**src/rtl/ser2par_pkg.sv**
```systemverilog
package ser2par_pkg;
  // bundle of asynchronous control/data inputs, synchronised together
  typedef struct packed {
    logic sh_clk;
    logic st_clk;
    logic din;
    logic sh_clr_n;
    logic st_clr_n;
  } ctl_t;

  localparam int CTL_W = $bits(ctl_t);
endpackage

```
**src/rtl/ser2par_sync.sv**
```systemverilog
module ser2par_sync #(
  parameter int N     = 1,
  parameter int DEPTH = 2
) (
  input  logic         clk,
  input  logic         rst_n,
  input  logic [N-1:0] d,
  output logic [N-1:0] q
);
  logic [N-1:0] stg [DEPTH];

  for (genvar i = 0; i < DEPTH; i++) begin : g_stage
    if (i == 0) begin : g_first
      always_ff @(posedge clk or negedge rst_n)
        if (!rst_n) stg[i] <= '0;
        else        stg[i] <= d;
    end else begin : g_next
      always_ff @(posedge clk or negedge rst_n)
        if (!rst_n) stg[i] <= '0;
        else        stg[i] <= stg[i-1];
    end
  end

  assign q = stg[DEPTH-1];
endmodule

```
**src/rtl/ser2par_rise.sv**
```systemverilog
module ser2par_rise #(
  parameter int N = 1
) (
  input  logic         clk,
  input  logic         rst_n,
  input  logic [N-1:0] lvl,
  output logic [N-1:0] rise
);
  logic [N-1:0] prev;

  always_ff @(posedge clk or negedge rst_n)
    if (!rst_n) prev <= '0;
    else        prev <= lvl;

  assign rise = lvl & ~prev;
endmodule

```
**src/rtl/ser2par_chain.sv**
```systemverilog
module ser2par_chain #(
  parameter int WIDTH = 8
) (
  input  logic             clk,
  input  logic             rst_n,
  input  logic             adv,
  input  logic             clr_n,
  input  logic             din,
  output logic [WIDTH-1:0] stages
);
  function automatic logic [WIDTH-1:0] push_bit(input logic [WIDTH-1:0] cur,
                                                input logic b);
    return {cur[WIDTH-2:0], b};
  endfunction

  always_ff @(posedge clk or negedge rst_n)
    if (!rst_n)      stages <= '0;
    else if (!clr_n) stages <= '0;
    else if (adv)    stages <= push_bit(stages, din);
endmodule

```
**src/rtl/ser2par_hold.sv**
```systemverilog
module ser2par_hold #(
  parameter int WIDTH = 8
) (
  input  logic             clk,
  input  logic             rst_n,
  input  logic             cap,
  input  logic             clr_n,
  input  logic [WIDTH-1:0] d,
  output logic [WIDTH-1:0] q
);
  always_ff @(posedge clk or negedge rst_n)
    if (!rst_n)      q <= '0;
    else if (!clr_n) q <= '0;
    else if (cap)    q <= d;
endmodule

```
**src/rtl/ser2par_latch.sv**
```systemverilog
module ser2par_latch
  import ser2par_pkg::*;
#(
  parameter int WIDTH      = 8,
  parameter int SYNC_DEPTH = 2
) (
  input  logic             clk,
  input  logic             rst_n,
  input  logic             shift_strobe,
  input  logic             latch_strobe,
  input  logic             ser_in,
  input  logic             shift_clr_n,
  input  logic             latch_clr_n,
  output logic [WIDTH-1:0] par_out,
  output logic             cas_out
);
  localparam int EDGE_N = 2;

  ctl_t raw_ctl, syn_ctl;
  logic [EDGE_N-1:0] edges;

  // named internal events used by the checker
  logic             sh_edge, st_edge;
  logic             sh_clr_s, st_clr_s, din_s;
  logic [WIDTH-1:0] stages;

  assign raw_ctl = '{sh_clk: shift_strobe, st_clk: latch_strobe, din: ser_in,
                     sh_clr_n: shift_clr_n, st_clr_n: latch_clr_n};

  ser2par_sync #(.N(CTL_W), .DEPTH(SYNC_DEPTH)) u_sync (
    .clk(clk), .rst_n(rst_n), .d(raw_ctl), .q(syn_ctl)
  );

  ser2par_rise #(.N(EDGE_N)) u_rise (
    .clk(clk), .rst_n(rst_n), .lvl({syn_ctl.st_clk, syn_ctl.sh_clk}), .rise(edges)
  );

  assign sh_edge  = edges[0];
  assign st_edge  = edges[1];
  assign sh_clr_s = syn_ctl.sh_clr_n;
  assign st_clr_s = syn_ctl.st_clr_n;
  assign din_s    = syn_ctl.din;

  ser2par_chain #(.WIDTH(WIDTH)) u_chain (
    .clk(clk), .rst_n(rst_n), .adv(sh_edge), .clr_n(sh_clr_s), .din(din_s),
    .stages(stages)
  );

  ser2par_hold #(.WIDTH(WIDTH)) u_hold (
    .clk(clk), .rst_n(rst_n), .cap(st_edge), .clr_n(st_clr_s), .d(stages),
    .q(par_out)
  );

  assign cas_out = stages[WIDTH-1];
endmodule

```
**config.mk**
```make
export PLATFORM = sky130hd
export DESIGN_NAME = ser2par_latch
export DESIGN_NICKNAME = d
export VERILOG_FILES = /design/src/rtl/ser2par_pkg.sv /design/src/rtl/ser2par_sync.sv /design/src/rtl/ser2par_rise.sv /design/src/rtl/ser2par_chain.sv /design/src/rtl/ser2par_hold.sv /design/src/rtl/ser2par_latch.sv
export SDC_FILE = /design/constraint.sdc
export NUM_CORES = 1
export LEC_CHECK = 0
export BUFFER_PORTS_ARGS = -buffer_cell sky130_fd_sc_hd__buf_2
export CORE_MARGIN = 3
export CORE_UTILIZATION = 53
export CTS_CLUSTER_DIAMETER = 80
export DETAILED_ROUTE_END_ITERATION = 6
export PLACE_DENSITY = 0.86
export SYNTH_ARGS = -nofsm -noshare
export SYNTH_HDL_FRONTEND = slang
export SYNTH_SLANG_ARGS = --single-unit
```
**constraint.sdc**
```tcl
create_clock -name clk -period 1.3 [get_ports clk]
set_clock_uncertainty 0.2 [all_clocks]
set_input_delay 0.195 -clock clk [delete_from_list [all_inputs] [get_ports clk]]
set_output_delay 0.195 -clock clk [all_outputs]
set_load 0.05 [all_outputs]
```
==> flow_metrics.py, run 1 <==
metrics = {
    "synth": {
        "synth_warnings": 0,
        "syn_area_sq_um": 1000,
        "netlist_instances": 76,
        "synth_area_leaders": "dfrtp_1 70%, mux2i_1 16%, nand2_1 9.4%",
        "syn_area_per_cell_sq_um": 13.2,
        "ys_seq_area_frac": 0.698,
        "ys_ff_latch": 28,
        "synth_fp_nets": 83,
        "synth_top_cell_area_share": 0.698,
        "yosysTopAreaCell": "dfrtp_1",
        "ys_types": 7,
    },
    "route": {
        "drt_iter0_markers": 10,
        "drtAntennaViolNets": 0,
        "wl_per_cell_um": 11.0,
        "drc": 0,
        "wl_met2_um": 697,
        "met3WireLength_um": 52,
        "top_layer": "met4",
        "vias": 597,
        "drtPass1Iterations": 4,
        "wl_met1_um": 663,
        "drt_wl_total_um": 1450,
        "vias_per_cell": 4.56,
    },
    "clocking": {
        "cts.sinks": 28,
        "clock_latency_ns": 0.32,
        "cts_buffers": 3,
        "h-tree-depth": 1,
        "clock_path_buffers": 2,
        "cts_root_buf": "clkbuf_4",
        "clk_pin_slew_ns": 0.14,
        "tritoncts": "yes",
    },
    "setup_path": {
        "worstSetupPathType": "reg2out",
        "r2r-end": "u_hold.q[5]",
        "critPathMaxStageDelay_ns": 0.42,
        "cp-end-kind": "output port",
        "cp_cell_sequence": "buf_6",
        "cp.arrival_ns": 0.90,
        "critPathBufInv": 1,
        "endpoint": "par_out[3]",
        "reg2reg_depth": 3,
        "start_kind": "flop",
        "critPathRequiredTime_ns": 0.90,
        "timing.rr.start": "u_rise.prev[1]",
        "cpMaxStageDelayCell": "dfrtp_1",
        "r2r_slack_ns": 0.15,
        "path_depth": 1,
        "crit_family": "flip-flops",
        "cp-startpoint": "u_hold.q[3]",
        "crit_fanout": 2,
    },
    "global_routing": {
        "grt_max_degree": 29,
        "overflow": 0,
        "grt_pass1_wl_um": 2460,
        "global_route.usage.total": 0.135,
        "antenna_found_initial": 0,
        "grt_pass1_vias": 582,
    },
    "pwr": {
        "ir_worst_vdd_uv": 833,
        "pwr-share-comb": 0.055,
        "clkPwrFrac": 0.357,
        "switchingPower_mw": 0.290,
        "seq_power_share": 0.588,
        "leakage_nw": 0.628,
        "p_per_area_nw_per_um2": 1170,
        "p_int_mw": 1.24,
        "switching_share": 0.189,
    },
    "finish": {
        "final_net_count": 114,
        "final_area_sq_um": 1320,
        "n_antenna_cell": 0,
        "fin_util": 0.747,
        "drive_above_1_share": 0.274,
        "area.growth.synth_to_final_pct": 31.3,
        "num-fill-cells": 123,
        "multi_input_comb_area_sq_um": 267,
        "seqCellArea_sq_um": 701,
    },
    "timing": {
        "slew-limit-headroom": 0.775,
        "setup_viol": 0,
        "fin_crit_ns": 1.29,
        "hold_viol": 0,
        "maxSlewViolCount": 0,
        "tightest_slew_ns": 0.337,
        "rsz0062_at_grt": "yes",
        "whs_ns": 0.165,
        "min_period_over_period": 0.993,
        "setup_tns_ns": 0,
        "max_freq_ghz": 0.775,
    },
    "worst_hold_path": {
        "hold_class": "reg2reg",
    },
    "floorplan": {
        "floorplan.rows": 15,
        "io-pin-count": 16,
        "die_y_um": 49.5,
        "coreArea_sq_um": 1760,
        "dieArea_sq_um": 2450,
        "initial_core_util": 0.569,
        "fp.dieW_um": 49.5,
    },
    "placement": {
        "portBuffers": 15,
        "hpwl_um": 908,
        "routabilityCongestion": 0.729,
        "place_area_sq_um": 1100,
    },
    "run": {
        "maxCapViolCount": 0,
    },
    "run_status": {
        "status": "finished clean",
    },
}
-- cells by family (layout without fill, tap and decap cells) --
kind of cell / after synthesis / in the layout / synth area share
DFF: 28 / 28 / 0.698
and+or+nand+nor: 27 / 27 / 0.106
muxes: 16 / 16 / 0.160
buffers and inverters: 5 / 35 / 0.0362
-- Yosys cell counts, drive strengths merged --
master and count:
mux2i 16, clkbuf 2, nor2b 2, buf 3, nand2 25, dfrtp 28
-- placed cells by master, fill, tap and decap left out, drive strengths merged --
cell type,netlist,final
mux2i,16,16
nand2,25,25
buf,3,25
bufinv,0,1
clkbuf,2,3
dfrtp,28,28
dlygate4sd3,0,6
nor2b,2,2
-- layer usage --
metal	GRT usage	vias up
met5	0	-
met1	0.172	274
met2	0.212	15
met4	0.0829	0
li1	-	304
met3	0.0272	4
-- power groups by stage --
stage,clock (mW),sequential [mW],combinational [mW]
after global placement,0,0.918,0.0696
after detailed placement,0,0.920,0.0709
final,0.548,0.902,0.0849
after floorplan,0,0.917,0.0418
after global routing,0.616,0.906,0.0932
after CTS,0.570,0.903,0.0860
-- final cells by class --
| cell class | count | share of cell area |
|---|---|---|
| clock buffer | 3 | 0.0171 |
| clock inverter | 1 | 0.0228 |
| multi-input combinational | 43 | 0.202 |
| sequential | 28 | 0.532 |
| tap | 25 | 0.0237 |
| timing repair buffer | 31 | 0.202 |
-- timing repair --
item,CTS,global route
hold buffers,6,0
endpoints found under the hold margin,33,0
setup buffers,3,3
gates resized for setup,18,0
setup endpoints to repair,9,9
-- metrics by stage --
stage          setup WS [ns]  power [mW]  std cells
2_1_floorplan          0.188       0.959         76
3_3_place_gp           0.172       0.988        115
5_1_grt              -0.0553        1.62        131
6_report             0.00917        1.54        131
4_1_cts             -0.00765        1.56        128
3_5_place_dp           0.157       0.990        115
-- flip-flops by register name (all words and copies together) (netlist names) --
register and cells:
u_chain.stages 8, u_hold.q 8, u_sync.q 5, u_sync.stg 5, u_rise.prev 2
-- worst min path at each step --
stage | startpoint | to | cells past startpoint
floorplan | rst_n | u_chain.stages[0] | 0
global placement | rst_n | u_hold.q[6] | 2
detailed placement | rst_n | u_hold.q[5] | 2
CTS | u_sync.stg[8] | u_sync.q[3] | 0
global route | u_sync.stg[7] | u_sync.q[2] | 0
finish | u_sync.stg[8] | u_sync.q[3] | 0
No activity file was read; power rests on OpenSTA's default activity.
==> run 2, diff against run 1 <==
--- a/config.mk
+++ b/config.mk
@@ -11,6 +11,7 @@
 export CTS_CLUSTER_DIAMETER = 80
 export DETAILED_ROUTE_END_ITERATION = 6
 export PLACE_DENSITY = 0.86
+export SETUP_SLACK_MARGIN = 0.2
 export SYNTH_ARGS = -nofsm -noshare
 export SYNTH_HDL_FRONTEND = slang
 export SYNTH_SLANG_ARGS = --single-unit
==> flow_metrics.py, run 2 (synthesis gave the netlist of run 1 again) <==
metrics = {
    "setup_path": {
        "crit_family": "flip-flops",
        "critPathMaxStageDelay_ns": 0.44,
        "critPathBufInv": 1,
        "path_depth": 1,
        "worstSetupPathType": "reg2out",
        "cp.arrival_ns": 0.91,
        "cpMaxStageDelayCell": "dfrtp_2",
        "critPathRequiredTime_ns": 0.90,
        "cp-end-kind": "output port",
        "reg2reg_depth": 3,
        "start_kind": "flop",
        "r2r_slack_ns": 0.15,
        "cp_cell_sequence": "buf_6",
        "crit_fanout": 2,
    },
    "placement": {
        "place_area_sq_um": 1100,
        "portBuffers": 15,
        "hpwl_um": 928,
        "routabilityCongestion": 0.737,
    },
    "global_routing": {
        "antenna_found_initial": 0,
        "grt_pass1_wl_um": 2670,
        "overflow": 0,
        "grt_pass1_vias": 641,
        "grt_max_degree": 29,
        "global_route.usage.total": 0.142,
    },
    "finish": {
        "fin_util": 0.752,
        "multi_input_comb_area_sq_um": 269,
        "layout_common_cells": "27 x dfrtp_1, 25 x nand2_1, 16 x mux2i_1",
        "num-fill-cells": 116,
        "final_area_sq_um": 1330,
        "mostFrequentLayoutCell": "dfrtp_1",
        "n_antenna_cell": 0,
        "final_net_count": 114,
        "area.growth.synth_to_final_pct": 32.3,
        "seqCellArea_sq_um": 702,
        "drive_above_1_share": 0.292,
        "top_regs": "u_chain.stages (8), u_hold.q (8)",
    },
    "clocking": {
        "tritoncts": "yes",
        "h-tree-depth": 1,
        "clk_pin_slew_ns": 0.14,
        "cts_buffers": 3,
        "cts_root_buf": "clkbuf_4",
        "clock_path_buffers": 2,
        "cts.sinks": 28,
        "clock_latency_ns": 0.32,
    },
    "pwr": {
        "leakage_nw": 0.629,
        "clkPwrFrac": 0.360,
        "switchingPower_mw": 0.296,
        "p_int_mw": 1.25,
        "seq_power_share": 0.586,
        "pwr-share-comb": 0.055,
        "p_per_area_nw_per_um2": 1160,
        "ir_worst_vdd_uv": 915,
        "switching_share": 0.192,
    },
    "timing": {
        "fin_ws_ns": -0.00720,
        "max_freq_ghz": 0.765,
        "rsz0062_at_grt": "yes",
        "hold_viol": 0,
        "fin_crit_ns": 1.31,
        "setup_viol": 1,
        "maxSlewViolCount": 0,
        "tightest_slew_ns": 0.361,
        "slew-limit-headroom": 0.759,
        "min_period_over_period": 1.01,
    },
    "route": {
        "wl_per_cell_um": 10.9,
        "vias_per_cell": 4.61,
        "drtPass1Iterations": 1,
        "drc": 0,
        "drtAntennaViolNets": 0,
        "vias": 604,
        "drt_wl_total_um": 1420,
        "drt_iter0_markers": 0,
    },
    "floorplan": {
        "io-pin-count": 16,
        "floorplan.rows": 15,
        "die_y_um": 49.5,
        "dieArea_sq_um": 2450,
        "initial_core_util": 0.569,
        "coreArea_sq_um": 1760,
        "fp.dieW_um": 49.5,
    },
    "worst_hold_path": {
        "hold_class": "in2async",
    },
    "run": {
        "maxCapViolCount": 0,
    },
    "run_status": {
        "violations": "setup timing",
        "status": "finished, violations left",
    },
}
-- run 2: cell count changes in the layout (fill, tap and decap cells not counted) --
cell	delta
buf_4	-1
dfrtp_2	+1
nor2b_1	-1
buf_2	-1
buf_6	+1
clkbuf_4	+1
dfrtp_1	-1
nor2b_2	+1
-- run 2: power groups by stage --
stage	clock (mW)	sequential, mW	combinational (mW)
CTS	0.573	0.903	0.0834
floorplan	0	0.917	0.0418
finish	0.554	0.903	0.0844
detailed placement	0	0.919	0.0685
global route	0.620	0.907	0.0944
global placement	0	0.919	0.0673
-- run 2: routing by layer --
layer	global-route usage	share of wire
met1	0.181	0.46
met2	0.241	0.49
met3	0.0181	0.034
met4	0.0691	0.016
met5	0	0
-- run 2: area by class of cell --
cell class,count,share of cell area
clock buffer,3,0.0170
clock inverter,1,0.0226
multi-input combinational,43,0.203
sequential,28,0.529
tap,25,0.0236
timing repair buffer,31,0.205
-- run 2: stage by stage --
step | setup TNS [ns] | power [mW] | setup WS [ns] | hold WS (ns) | instances
after floorplan | 0 | 0.959 | 0.212 | -0.301 | 76
after global placement | 0 | 0.986 | 0.185 | 0.0214 | 114
after detailed placement | 0 | 0.988 | 0.143 | 0.0354 | 114
after CTS | -0.0707 | 1.56 | -0.0309 | 0.168 | 128
after global routing | -0.417 | 1.62 | -0.0616 | 0.144 | 131
final | -0.00720 | 1.54 | -0.00720 | 0.141 | 131
-- run 2: worst paths after layout --
path                                   start                end
max                        u_chain.stages[7]            cas_out
min                                    rst_n        u_hold.q[5]
max reg2reg                   u_rise.prev[1]        u_hold.q[5]
min reg2reg                    u_sync.stg[5]        u_sync.q[0]
max in group asynchronous              rst_n  u_chain.stages[7]
min in group clk               u_sync.stg[5]        u_sync.q[0]
-- run 2: timing repair --
item / 4_1_cts / 5_1_grt
gates resized for setup: 18 / 3
setup endpoints to repair: 25 / 26
hold buffers: 6 / 0
endpoints found under the hold margin: 33 / 0
buffers inserted: 4 / 3
